### src/rtl/ctx_pkg.sv
`timescale 1ns/1ps
// Shared types for the workspace context switch sequencer.
// Assumes word-aligned workspace pointers; addresses are byte addresses.
package ctx_pkg;
    typedef enum logic [1:0] {
        OPK_BRANCH = 2'd0,
        OPK_TRAP   = 2'd1,
        OPK_RETURN = 2'd2,
        OPK_NONE   = 2'd3
    } op_kind_e;

    typedef enum logic [2:0] {
        ST_IDLE, ST_RD_A, ST_RD_B, ST_RD_C,
        ST_WR_13, ST_WR_14, ST_WR_15, ST_WR_11
    } step_e;

    localparam int unsigned SLOT_OLD_WP = 13;
    localparam int unsigned SLOT_OLD_PC = 14;
    localparam int unsigned SLOT_OLD_ST = 15;
    localparam int unsigned SLOT_SRC    = 11;
endpackage

### src/rtl/ctx_fsm.sv
`timescale 1ns/1ps
// Step sequencer: walks the fixed access list for the latched operation kind,
// advancing one step per completed memory access.
// Assumes mem_ready completes the access presented in the same cycle.
module ctx_fsm
    import ctx_pkg::*;
(
    input  logic     clk,
    input  logic     rst_n,
    input  logic     start,
    input  op_kind_e kind_in,
    input  logic     mem_ready,
    output step_e    step,
    output op_kind_e kind_q,
    output logic     accept,
    output logic     finish,
    output logic     done,
    output logic     busy,
    output logic     mem_rd,
    output logic     mem_wr
);
    step_e step_nxt;

    // accept a request only from idle and only for a defined kind
    always_comb accept = start && (step == ST_IDLE) && (kind_in != OPK_NONE);

    // strobes and busy follow the current step
    always_comb begin
        busy   = (step != ST_IDLE);
        mem_rd = (step == ST_RD_A) || (step == ST_RD_B) || (step == ST_RD_C);
        mem_wr = (step == ST_WR_13) || (step == ST_WR_14) ||
                 (step == ST_WR_15) || (step == ST_WR_11);
    end

    // last access of the sequence completes this cycle
    always_comb finish = mem_ready && ((step == ST_RD_C) || (step == ST_WR_11) ||
                         ((step == ST_WR_15) && (kind_q != OPK_TRAP)));

    // next step selection
    always_comb begin
        step_nxt = step;
        case (step)
            ST_IDLE:  if (accept) step_nxt = ST_RD_A;
            ST_RD_A:  if (mem_ready) step_nxt = ST_RD_B;
            ST_RD_B:  if (mem_ready) step_nxt = (kind_q == OPK_RETURN) ? ST_RD_C : ST_WR_13;
            ST_RD_C:  if (mem_ready) step_nxt = ST_IDLE;
            ST_WR_13: if (mem_ready) step_nxt = ST_WR_14;
            ST_WR_14: if (mem_ready) step_nxt = ST_WR_15;
            ST_WR_15: if (mem_ready) step_nxt = (kind_q == OPK_TRAP) ? ST_WR_11 : ST_IDLE;
            ST_WR_11: if (mem_ready) step_nxt = ST_IDLE;
            default:  step_nxt = ST_IDLE;
        endcase
    end

    // state, latched kind and completion pulse registers
    always_ff @(posedge clk) begin
        if (!rst_n) begin
            step   <= ST_IDLE;
            kind_q <= OPK_BRANCH;
            done   <= 1'b0;
        end else begin
            step <= step_nxt;
            if (accept) kind_q <= kind_in;
            done <= finish;
        end
    end

    AST_DONE_SINGLE: assert property (@(posedge clk) disable iff (!rst_n)
        done |=> !done);
    AST_DONE_AFTER_ACCESS: assert property (@(posedge clk) disable iff (!rst_n)
        done |-> (!busy && $past(mem_ready)));
    AST_KIND_HELD: assert property (@(posedge clk) disable iff (!rst_n)
        (busy && !finish) |=> $stable(kind_q));
    AST_NO_READ_AFTER_WRITE: assert property (@(posedge clk) disable iff (!rst_n)
        mem_wr |=> !mem_rd);
endmodule

### src/rtl/ctx_addr.sv
`timescale 1ns/1ps
// Address and write-data generator: maps the current step to a byte address
// and store data. Purely combinational; assumes WP + 2n addressing.
module ctx_addr
    import ctx_pkg::*;
#(
    parameter int unsigned  W        = 16,
    parameter int unsigned  NUM_W    = 4,
    parameter logic [W-1:0] VEC_BASE = 16'h0040
) (
    input  step_e            step,
    input  op_kind_e         kind_q,
    input  logic [W-1:0]     src_q,
    input  logic [NUM_W-1:0] num_q,
    input  logic [W-1:0]     wp,
    input  logic [W-1:0]     pc,
    input  logic [W-1:0]     st,
    input  logic [W-1:0]     new_wp,
    output logic [W-1:0]     addr,
    output logic [W-1:0]     wdata
);
    localparam logic [W-1:0] OFF_WP  = W'(2 * SLOT_OLD_WP);
    localparam logic [W-1:0] OFF_PC  = W'(2 * SLOT_OLD_PC);
    localparam logic [W-1:0] OFF_ST  = W'(2 * SLOT_OLD_ST);
    localparam logic [W-1:0] OFF_SRC = W'(2 * SLOT_SRC);
    localparam logic [W-1:0] WORD    = W'(2);

    logic [W-1:0] vec;
    logic         is_ret;

    // vector location: source address for branch, table slot for trap
    always_comb begin
        is_ret = (kind_q == OPK_RETURN);
        vec    = (kind_q == OPK_TRAP) ? (VEC_BASE + W'({num_q, 2'b00})) : src_q;
    end

    // per-step address and store data
    always_comb begin
        addr  = '0;
        wdata = '0;
        case (step)
            ST_RD_A:  addr = is_ret ? (wp + OFF_WP) : vec;
            ST_RD_B:  addr = is_ret ? (wp + OFF_PC) : (vec + WORD);
            ST_RD_C:  addr = wp + OFF_ST;
            ST_WR_13: begin addr = new_wp + OFF_WP;  wdata = wp;    end
            ST_WR_14: begin addr = new_wp + OFF_PC;  wdata = pc;    end
            ST_WR_15: begin addr = new_wp + OFF_ST;  wdata = st;    end
            ST_WR_11: begin addr = new_wp + OFF_SRC; wdata = src_q; end
            default:  begin addr = '0; wdata = '0; end
        endcase
    end
endmodule

### src/rtl/ctx_regs.sv
`timescale 1ns/1ps
// Context register bank: live WP/PC/ST, staging copies of the incoming
// WP/PC, and the request operands latched at acceptance. The live context
// changes only on the final access of a sequence.
module ctx_regs
    import ctx_pkg::*;
#(
    parameter int unsigned W     = 16,
    parameter int unsigned NUM_W = 4
) (
    input  logic             clk,
    input  logic             rst_n,
    input  logic             accept,
    input  logic [W-1:0]     src_in,
    input  logic [NUM_W-1:0] num_in,
    input  step_e            step,
    input  logic             mem_ready,
    input  logic [W-1:0]     rdata,
    input  logic             finish,
    output logic [W-1:0]     wp,
    output logic [W-1:0]     pc,
    output logic [W-1:0]     st,
    output logic [W-1:0]     new_wp,
    output logic [W-1:0]     src_q,
    output logic [NUM_W-1:0] num_q
);
    logic [W-1:0] new_pc;

    // latch operands, stage vector words, commit on the last access
    always_ff @(posedge clk) begin
        if (!rst_n) begin
            wp <= '0; pc <= '0; st <= '0;
            new_wp <= '0; new_pc <= '0;
            src_q <= '0; num_q <= '0;
        end else begin
            if (accept) begin
                src_q <= src_in;
                num_q <= num_in;
            end
            if (mem_ready && (step == ST_RD_A)) new_wp <= rdata;
            if (mem_ready && (step == ST_RD_B)) new_pc <= rdata;
            if (finish) begin
                wp <= new_wp;
                pc <= new_pc;
                if (step == ST_RD_C) st <= rdata;
            end
        end
    end

    AST_CTX_HOLD: assert property (@(posedge clk) disable iff (!rst_n)
        ((step != ST_IDLE) && !finish) |=> ($stable(wp) && $stable(pc) && $stable(st)));
    AST_IDLE_HOLD: assert property (@(posedge clk) disable iff (!rst_n)
        ((step == ST_IDLE) && !accept) |=> ($stable(wp) && $stable(pc) && $stable(st)));
endmodule

### src/rtl/ctx_switch_seq.sv
`timescale 1ns/1ps
// Workspace context switch sequencer top: joins the step sequencer, the
// address generator and the register bank. Assumes a single-port word
// memory that completes the presented access when mem_ready is high.
module ctx_switch_seq
    import ctx_pkg::*;
#(
    parameter int unsigned  W        = 16,
    parameter int unsigned  NUM_W    = 4,
    parameter logic [W-1:0] VEC_BASE = 16'h0040
) (
    input  logic             clk,
    input  logic             rst_n,
    input  logic             start,
    input  logic [1:0]       op_kind,
    input  logic [W-1:0]     src_addr,
    input  logic [NUM_W-1:0] xop_num,
    output logic             busy,
    output logic             done,
    output logic [W-1:0]     wp,
    output logic [W-1:0]     pc,
    output logic [W-1:0]     st,
    output logic [W-1:0]     mem_addr,
    output logic             mem_rd,
    output logic             mem_wr,
    output logic [W-1:0]     mem_wdata,
    input  logic [W-1:0]     mem_rdata,
    input  logic             mem_ready
);
    step_e            step;
    op_kind_e         kind_q;
    logic             accept, finish;
    logic [W-1:0]     new_wp, src_q;
    logic [NUM_W-1:0] num_q;

    ctx_fsm u_fsm (
        .clk(clk), .rst_n(rst_n), .start(start), .kind_in(op_kind_e'(op_kind)),
        .mem_ready(mem_ready), .step(step), .kind_q(kind_q), .accept(accept),
        .finish(finish), .done(done), .busy(busy), .mem_rd(mem_rd), .mem_wr(mem_wr)
    );

    ctx_addr #(.W(W), .NUM_W(NUM_W), .VEC_BASE(VEC_BASE)) u_addr (
        .step(step), .kind_q(kind_q), .src_q(src_q), .num_q(num_q),
        .wp(wp), .pc(pc), .st(st), .new_wp(new_wp),
        .addr(mem_addr), .wdata(mem_wdata)
    );

    ctx_regs #(.W(W), .NUM_W(NUM_W)) u_regs (
        .clk(clk), .rst_n(rst_n), .accept(accept), .src_in(src_addr), .num_in(xop_num),
        .step(step), .mem_ready(mem_ready), .rdata(mem_rdata), .finish(finish),
        .wp(wp), .pc(pc), .st(st), .new_wp(new_wp), .src_q(src_q), .num_q(num_q)
    );

    AST_ACCESS_HOLD: assert property (@(posedge clk) disable iff (!rst_n)
        ((mem_rd || mem_wr) && !mem_ready) |=>
        ($stable(mem_addr) && $stable(mem_rd) && $stable(mem_wr) && $stable(mem_wdata)));
    AST_SINGLE_STROBE: assert property (@(posedge clk) disable iff (!rst_n)
        !(mem_rd && mem_wr));
endmodule

### config.mk
export PLATFORM = sky130hd
export DESIGN_NAME = ctx_switch_seq
export DESIGN_NICKNAME = d
export VERILOG_FILES = /design/src/rtl/ctx_pkg.sv /design/src/rtl/ctx_fsm.sv /design/src/rtl/ctx_addr.sv /design/src/rtl/ctx_regs.sv /design/src/rtl/ctx_switch_seq.sv
export SDC_FILE = /design/constraint.sdc
export NUM_CORES = 1
export LEC_CHECK = 0
export BUFFER_PORTS_ARGS = -buffer_cell sky130_fd_sc_hd__buf_4
export CORE_MARGIN = 2
export CORE_UTILIZATION = 52
export CTS_CLUSTER_SIZE = 28
export DETAILED_ROUTE_END_ITERATION = 8
export PLACE_DENSITY_LB_ADDON = 0.08
export SLEW_MARGIN = 20
export SYNTH_ARGS = -nofsm -noshare
export SYNTH_HDL_FRONTEND = slang
export SYNTH_HIERARCHICAL = 1
export SYNTH_SLANG_ARGS = --single-unit
export TNS_END_PERCENT = 100
### constraint.sdc
create_clock -name clk -period 2.6 [get_ports clk]
set_input_delay 0.13 -clock clk [delete_from_list [all_inputs] [get_ports clk]]
set_output_delay 0.13 -clock clk [all_outputs]
set_load 0.01 [all_outputs]
==> out/results.tsv <==
metric	value	unit
post-synthesis cell count	806	
commonest cells after routing, fill and taps aside	buf_4 (193), mux2i_1 (104), nand2_1 (102)	
CP cell instances	buf_4 > buf_4 > inv_1 > nand2_1 > nor2_1 > a221oi_1 > o211ai_1 > buf_4	
Tot Pwr	6.06	mW
Congestion Overflow GR	0	
Hold Crit Start	src_addr[10]	
setup violators final	6	
I/O Buffers	125	
Antenna Cells	0	
CP Max Fanout	43	
CP top delay family	buffers and inverters	
slowest CP cell	buf_4	
global-route wire length before repair	35500	um
initial antenna violation count	1	
pin count of the biggest net entering global routing	70	
WP depth	8	
status	complete, but fails checks	
Post-synth top flop	dfxtp_1	
fraction of layout cells with a size suffix above 1	32.7	%
Seq cells post-synth	106	
max_cap viols	0	
Top cell by count, worst path	buf_4	
clock root cell	clkbuf_16	
DR vias	6703	
clock skew	0.0101	ns
Total Routing Usage GR	31.4	%
fmax	371	MHz
Clk Latency, worst-skew pair	0.37	ns
Via density	5.92	
worst r2r path cells	8	
Ports	126	
post-synthesis cell area	7100	um^2
routed wire length	22900	um
CP startpoint kind	flop	
Peak VDD IR	454	uV
Hold Buf Count CTS	0	
Area Overhead vs Synth	28.9	%
Slew @ Worst Pin	0.621	ns
crit path time final	2.69	ns
commonest non-fill, non-tap cell in the layout	buf_4	
Tcrit/Tclk final	104	%
Die H	121	um
Rel. slew slack	58.6	%
site row count	42	
leak pwr	3.74	nW
DR DRC count	0	
post-detail-place hpwl	17200	um
router iterations before antenna repair	5	
reg2reg start	u_fsm/step[1]$_SDFFE_PN0P_	
Setup WS post-layout	-0.0921	ns
remaining antenna violation count	0	
Arr. time, crit path	2.56	ns
vias in the first global route	6468	
Worst Hold Depth	3	
crit path buf inv count	4	
endpoints failing hold	0	
sequential element share of the synthesized area	29.9	%
failing checks	setup timing	
Mapped Nets	858	
Initial Util	53.4	%
WP data required	2.47	ns
synth warn	6	
H-tree Lvls	3	
worst hold endpoint	u_regs/src_q[10]$_SDFFE_PN0P_	
Hold Crit Class	in2reg	
Core Area	13300	um^2
Synth cell types	78	
Final Util	68.8	%
iteration-0 DRC count of the detailed router	616	
RSZ-0062 raised after global routing	true	
final non-filler cell total	1132	
number of synthesized flops with an enable pin	0	
Reg clk slew, reported paths	0.08	ns
Final GP Congestion	0.979	
Sink Count	106	
final net count	1003	
CTS buffer count	9	
Cells after DPL	1100	
Setup CP Type	reg2out	
Syn Area/Cell	8.81	um^2
critical path capture point type	primary output	
die width	121	um
flop2flop setup slack	0.26	ns
dpl cell area	8390	um^2
final design area excluding fillers	9150	um^2
PwrDens	662	nW/um^2
Slew Viols, Final	0	
CTS tree	yes	
asr flop ratio synth	0	%
die area	14600	um^2
Longest Clk Path Bufs	2	
Critical Path Max Stage Delay	0.42	ns
FF-to-FF End	u_regs/src_q[6]$_SDFFE_PN0P_	
routed len/inst	20.3	um
-- worst reg2reg max path: cells and delay by family, from the launching register on --
kind                   cells  cell delay (ns)
AND/OR/NAND/NOR            3             1.00
multiplexers               1             0.22
flip-flops                 1             0.35
buffers and inverters      4             0.66
-- routing by layer --
metal	track usage, %	wire (um)
met4	10.1	429
met2	50.0	10700
met5	0	52
met1	42.5	10000
met3	6.63	1710
-- cell usage after synthesis, types with 4 or more instances --
cell	instances	area (um^2)
nand3_1	24	120
clkbuf_1	28	105
dfxtp_1	106	2120
o21ai_0	22	110
a22oi_1	6	45.0
o211ai_1	11	82.6
nor3_1	10	50.1
a221oi_1	8	70.1
nor2b_1	59	369
mux4_2	16	360
mux2i_1	104	1040
ha_1	9	113
xnor2_1	33	289
a21oi_1	23	115
and2_1	21	131
inv_1	12	45.0
nand4_1	9	56.3
and3_1	5	31.3
nand2b_1	9	56.3
nand2_1	107	402
nor3b_1	4	30.0
nor4_1	8	50.1
nor2_1	28	105
xor2_1	27	236
buf_2	29	145
a211oi_1	9	67.6
buf_6	5	56.3
o22ai_1	6	37.5
-- final cells by class --
| class | count | area, um^2 |
|---|---|---|
| Clock buffer | 9 | 225 |
| Clock inverter | 7 | 96.3 |
| Multi-Input combinational cell | 619 | 4850 |
| Tap cell | 176 | 220 |
| Sequential cell | 106 | 2140 |
| Fill cell | 1065 | 4140 |
| Inverter | 14 | 56.3 |
| Timing Repair Buffer | 201 | 1560 |
-- registers in the layout, summed over array words and instances, names as in the netlist --
name / flops
u_fsm/done: 1
u_fsm/kind_q: 2
u_fsm/step: 3
u_regs/new_pc: 16
u_regs/new_wp: 16
u_regs/num_q: 4
u_regs/pc: 16
u_regs/src_q: 16
u_regs/st: 16
u_regs/wp: 16
-- where the power goes --
part	internal, mW	total, mW	switching [mW]
combinational	1.15	2.61	1.45
clock	0.706	1.45	0.746
sequential	1.79	2.00	0.214
total	3.65	6.06	2.41
-- logic make-up after synthesis --
logic type	synth area share, %
AND/OR/NAND/NOR	23.2
AO/OA/AOI/OAI	12.2
multiplexers	19.7
flip-flops	29.9
buffers and inverters	5.44
XOR/XNOR	7.40
adder cells (fa/ha/maj)	2.15
-- per-stage QoR --
stage | setup slack (ns) | hold slack (ns) | TNS [ns]
5_1_grt | -0.201 | 0.0274 | -0.975
6_report | -0.0921 | 0.0219 | -0.313
4_1_cts | -0.101 | 0.0180 | -0.148
2_1_floorplan | 0.0311 | 0.252 | 0
3_3_place_gp | 0.0824 | 0.388 | 0
3_5_place_dp | 0.0349 | 0.394 | 0
-- timing repair --
item / 4_1_cts / 5_1_grt
setup endpoints to repair: 13 / 13
buffers inserted: 6 / 10
pin swaps: 14 / 16
resized for setup: 30 / 52
-- worst max path at each step --
| stage | from | endpoint | slack, ns |
|---|---|---|---|
| final | u_fsm/step[2]$_SDFFE_PN0P_ | mem_addr[15] | -0.09 |
| after detailed placement | u_fsm/step[1]$_SDFFE_PN0P_ | mem_addr[9] | 0.03 |
| after global placement | u_fsm/step[1]$_SDFFE_PN0P_ | mem_addr[9] | 0.08 |
| after floorplan | u_fsm/step[1]$_SDFFE_PN0P_ | mem_addr[9] | 0.03 |
| after CTS | u_fsm/step[1]$_SDFFE_PN0P_ | mem_addr[9] | -0.10 |
| after global routing | u_fsm/step[1]$_SDFFE_PN0P_ | mem_addr[9] | -0.20 |
(Power assumes the default switching activity.)
